===== config.mk =====
export PLATFORM = sky130hd
export DESIGN_NAME = log_shifter
export DESIGN_NICKNAME = d
export VERILOG_FILES = /design/src/rtl/shf_pkg.sv /design/src/rtl/shf_mirror.sv /design/src/rtl/shf_layer.sv /design/src/rtl/shf_mode_dec.sv /design/src/rtl/log_shifter.sv
export SDC_FILE = /design/constraint.sdc
export NUM_CORES = 1
export LEC_CHECK = 0
export ABC_AREA = 1
export BUFFER_PORTS_ARGS = -buffer_cell sky130_fd_sc_hd__buf_2
export CAP_MARGIN = 25
export CORE_MARGIN = 1.5
export CORE_UTILIZATION = 45
export DETAILED_ROUTE_END_ITERATION = 10
export PLACE_DENSITY = 0.7
export SLEW_MARGIN = 20
export SYNTH_ARGS = -nofsm -noshare
export SYNTH_HDL_FRONTEND = slang
export SYNTH_SLANG_ARGS = --single-unit

===== constraint.sdc =====
create_clock -name vclk -period 1.6
set_clock_uncertainty 0.15 [all_clocks]
set_input_delay 0.08 -clock vclk [all_inputs]
set_output_delay 0.08 -clock vclk [all_outputs]
set_load 0.1 [all_outputs]

===== src/rtl/shf_pkg.sv =====
// Package of shared definitions for the logarithmic shifter.
// Assumes a 2-bit mode field; the spare code is decoded as a logical right shift.
package shf_pkg;

    typedef enum logic [1:0] {
        SHF_LEFT  = 2'b00,
        SHF_RLOG  = 2'b01,
        SHF_RARI  = 2'b10,
        SHF_SPARE = 2'b11
    } shf_mode_e;

endpackage


===== src/rtl/shf_mirror.sv =====
// Conditional bit mirror: when en is high, output bit i takes input bit WIDTH-1-i.
// Assumes WIDTH >= 2. Built only from per-bit 2:1 multiplexers.
module shf_mirror #(
    parameter int WIDTH = 32
) (
    input  logic             en,
    input  logic [WIDTH-1:0] din,
    output logic [WIDTH-1:0] dout
);

    // Per-bit choice between the straight bit and its mirrored partner
    for (genvar i = 0; i < WIDTH; i++) begin : g_bit
        assign dout[i] = en ? din[WIDTH-1-i] : din[i];
    end

endmodule


===== src/rtl/shf_layer.sv =====
// One shifter layer: when sel is high, the word moves right by DIST places and the
// vacated top bits take the fill value; otherwise the word passes unchanged.
// Assumes 0 < DIST < WIDTH. Only 2:1 multiplexers and wiring.
module shf_layer #(
    parameter int WIDTH = 32,
    parameter int DIST  = 1
) (
    input  logic             sel,
    input  logic             fill,
    input  logic [WIDTH-1:0] din,
    output logic [WIDTH-1:0] dout
);

    // Each output bit picks its own input bit or the one DIST places above it
    for (genvar i = 0; i < WIDTH; i++) begin : g_bit
        if (i + DIST < WIDTH) begin : g_body
            assign dout[i] = sel ? din[i+DIST] : din[i];
        end else begin : g_edge
            assign dout[i] = sel ? fill : din[i];
        end
    end

endmodule


===== src/rtl/shf_mode_dec.sv =====
// Mode decoder: says whether the word must be mirrored (left shift) and which
// bit value enters from the top of each layer.
// Assumes the arithmetic fill comes from the top bit of the original input word.
module shf_mode_dec (
    input  logic [1:0] mode,
    input  logic       src_msb,
    output logic       mirror,
    output logic       fill
);
    import shf_pkg::*;

    shf_mode_e md;

    // Decode the mode into mirror control and fill value
    always_comb begin
        md     = shf_mode_e'(mode);
        mirror = (md == SHF_LEFT);
        fill   = (md == SHF_RARI) ? src_msb : 1'b0;
    end

endmodule


===== src/rtl/log_shifter.sv =====
// Top of the combinational logarithmic shifter. The input is optionally mirrored,
// passed through one right-moving layer per shift-distance bit, then mirrored back.
// Assumes WIDTH is a power of two; no clock or reset, the output follows the inputs.
module log_shifter #(
    parameter int WIDTH = 32,
    localparam int SHW  = $clog2(WIDTH)
) (
    input  logic [WIDTH-1:0] data_in,
    input  logic [SHW-1:0]   shamt,
    input  logic [1:0]       mode,
    output logic [WIDTH-1:0] data_out
);

    logic                       mirror;
    logic                       fill;
    logic [SHW:0][WIDTH-1:0]    lane;

    shf_mode_dec u_dec (
        .mode    (mode),
        .src_msb (data_in[WIDTH-1]),
        .mirror  (mirror),
        .fill    (fill)
    );

    shf_mirror #(.WIDTH(WIDTH)) u_pre (
        .en   (mirror),
        .din  (data_in),
        .dout (lane[0])
    );

    // One layer per bit of the shift distance; layer k moves by 2^k
    for (genvar k = 0; k < SHW; k++) begin : g_layer
        shf_layer #(.WIDTH(WIDTH), .DIST(1 << k)) u_layer (
            .sel  (shamt[k]),
            .fill (fill),
            .din  (lane[k]),
            .dout (lane[k+1])
        );
    end

    shf_mirror #(.WIDTH(WIDTH)) u_post (
        .en   (mirror),
        .din  (lane[SHW]),
        .dout (data_out)
    );

endmodule


==> results.sh <==
export IMPL_outcome="finished with violations"
export IMPL_violations="negative setup slack"
export IMPL_drive_above_1_share_pct=55.3
export IMPL_drc=0
export IMPL_first_pass_iters=7
export IMPL_peakVddDrop_v=0.000748
export IMPL_holdPathStages=5
export IMPL_power_density_nw_per_um2=559
export IMPL_synth_cells=603
export IMPL_min_delay_start="shamt[4]"
export IMPL_tightestPinTransition_ns=0.430
export IMPL_dpl_hpwl_um=8600
export IMPL_pwr_share_clk_pct=0
export IMPL_ios=71
export IMPL_gp_congestion=0.944
export IMPL_crit_path_max_fanout=7
export IMPL_area_growth_pct=86.3
export IMPL_die_area_um2=6550
export IMPL_cts_hold_buf=0
export IMPL_nClkBuffers=0
export IMPL_track_usage_pct=35.9
export IMPL_power_frac_comb_pct=100.0
export IMPL_synth_distinct_cells=15
export IMPL_core_area_um2=5890
export IMPL_post_route_min_period_ns=2.04
export IMPL_grt_pass1_vias=4066
export IMPL_n_antenna_cell=0
export IMPL_path_class="in -> out"
export IMPL_vias_per_cell=6.64
export IMPL_drtAntennaViolNets=0
export IMPL_setup_tns_ns=-12.15
export IMPL_grt_pass1_wl_um=18900
export IMPL_end_kind="output port"
export IMPL_critical_path_max_stage_delay_ns=0.21
export IMPL_crit_path_start_kind="input pin"
export IMPL_p_int_w=0.000948
export IMPL_syn_area_per_cell_um2=4.53
export IMPL_final_setup_viol_count=32
export IMPL_min_delay_worst_endpoint="data_out[4]"
export IMPL_slew_headroom_pct=71.3
export IMPL_setup_ws_ns=-0.439
export IMPL_cp_common_cell="nand3_2"
export IMPL_grt_start_max_net_pins=37
export IMPL_via_count=4848
export IMPL_drv_cap=0
export IMPL_fin_crit_sh_pct=127
export IMPL_layout_nets=696
export IMPL_io_buffers=71
export IMPL_hp_class="in -> out"
export IMPL_n_fill_cell=334
export IMPL_rsz0062_at_grt="true"
export IMPL_drv_slew=0
export IMPL_p_leak_nw=2.52
export IMPL_synth_nets=642
export IMPL_grt_ovfl_total=0
export IMPL_yosys_warnings=0
export IMPL_fmax_mhz=491
export IMPL_seqCellArea_um2=0
export IMPL_seqPwrFrac_pct=0
export IMPL_wl_um=14100
export IMPL_p_sw_w=0.00190
export IMPL_arrival_ns=1.81
export IMPL_holdWs_ns=0.616
export IMPL_sw_frac_of_total_pct=66.7
export IMPL_synth_area_um2=2730
export IMPL_drt_iter0_drc=750
export IMPL_nFlopsAndLatches=0
export IMPL_final_hold_viol_count=0
export IMPL_multi_input_area_um2=3670
export IMPL_wl_per_cell_um=19.2
export IMPL_crit_chain="buf_8, nor2_4, buf_12, buf_12, nand2_1, nand2_2, nand2_2, nand3_2, nand3_2, nand3_1, nand3_2, nand3_2, nand2_4, buf_12"
export IMPL_antenna_found_initial=0
export IMPL_critPathSlowestCell="nor2_4"
export IMPL_die_w_um=80.9
export IMPL_die_h_um=80.9
export IMPL_row_count=28
export IMPL_seq_area_frac_synth_pct=0
export IMPL_crit_required_ns=1.37
export IMPL_initial_core_util_pct=46.4
## cells by family after synthesis
kind of cell           synth area share (%)
buffers and inverters                  13.0
and+or+nand+nor                        87.0
## power by group through the flow
stage          Clock, W  Combinational (W)  Sequential [W]
2_1_floorplan         0            0.00163               0
4_1_cts               0            0.00249               0
5_1_grt               0            0.00297               0
3_5_place_dp          0            0.00241               0
3_3_place_gp          0            0.00238               0
6_report              0            0.00285               0
## layout by cell type, fill, tap and decap left out
cell type,instances
buf_12,44
nor2_4,1
nand2_2,60
nand2_8,1
nand2_1,154
buf_6,1
clkinv_1,1
buf_2,37
inv_1,20
nand3_4,8
inv_4,2
nand2_4,35
buf_4,13
buf_8,2
nand3_1,118
clkbuf_16,1
inv_2,1
nand3_2,156
## synthesized netlist by cell type
| library cell | instances | share of area, % |
|---|---|---|
| nor2_4 | 1 | 0.41 |
| nand2_1 | 247 | 34 |
| buf_4 | 6 | 1.6 |
| clkinv_1 | 1 | 0.14 |
| nand3_1 | 280 | 51 |
| buf_1 | 3 | 0.41 |
| inv_1 | 20 | 2.7 |
| nand2_2 | 1 | 0.23 |
| inv_2 | 3 | 0.41 |
| clkbuf_1 | 13 | 1.8 |
| buf_6 | 4 | 1.6 |
| nand3_2 | 2 | 0.73 |
| nand2_4 | 1 | 0.41 |
| buf_8 | 1 | 0.55 |
| buf_2 | 20 | 3.7 |
## area by class of cell
| type | count | share of cell area (%) |
|---|---|---|
| Multi-Input combinational cell | 533 | 72.1 |
| Timing Repair Buffer | 98 | 24.2 |
| Inverter | 24 | 1.87 |
| Tap cell | 75 | 1.84 |
## how the worst max path moves through the flow
stage,startpoint,endpoint,slack (ns),depth (start not counted)
floorplan,shamt[0],data_out[25],0.03,11
global placement,mode[0],data_out[13],-0.41,14
detailed placement,mode[0],data_out[24],-0.48,14
CTS,mode[0],data_out[30],-0.33,16
global route,mode[1],data_out[1],-0.55,14
finish,mode[1],data_out[1],-0.44,14
## timing repair
action / CTS / global route
setup buffers: 2 / 0
resized for setup: 37 / 208
endpoints found under the setup margin: 32 / 32
hold endpoints to repair: 0 / 0
pin swaps: 8 / 32
gates cloned: 2 / 1
## per-stage QoR
stage	total power (W)	area [um2]	worst slack [ns]	utilization (%)	instances
6_report	0.00285	5090	-0.439	86.5	730
4_1_cts	0.00249	4200	-0.325	71.3	730
2_1_floorplan	0.00163	2970	0.0313	-	603
5_1_grt	0.00297	5090	-0.548	86.5	730
3_3_place_gp	0.00238	3960	-0.412	67.2	726
3_5_place_dp	0.00241	3960	-0.483	67.2	726
## worst max-delay path, delay by kind of cell
kind	cells	cell delay (ns)
buf+inv	4	0.58
simple gates	10	1.14
## metal layers
| layer | up-vias | GRT usage, % | wire (um) |
|---|---|---|---|
| li1 | 2143 | - | - |
| met1 | 2205 | 44.0 | 4800 |
| met2 | 389 | 65.7 | 6890 |
| met3 | 111 | 4.83 | 1510 |
| met4 | 0 | 8.28 | 852 |
| met5 | - | 0 | 0 |
Power figures use the tool's default switching activity.
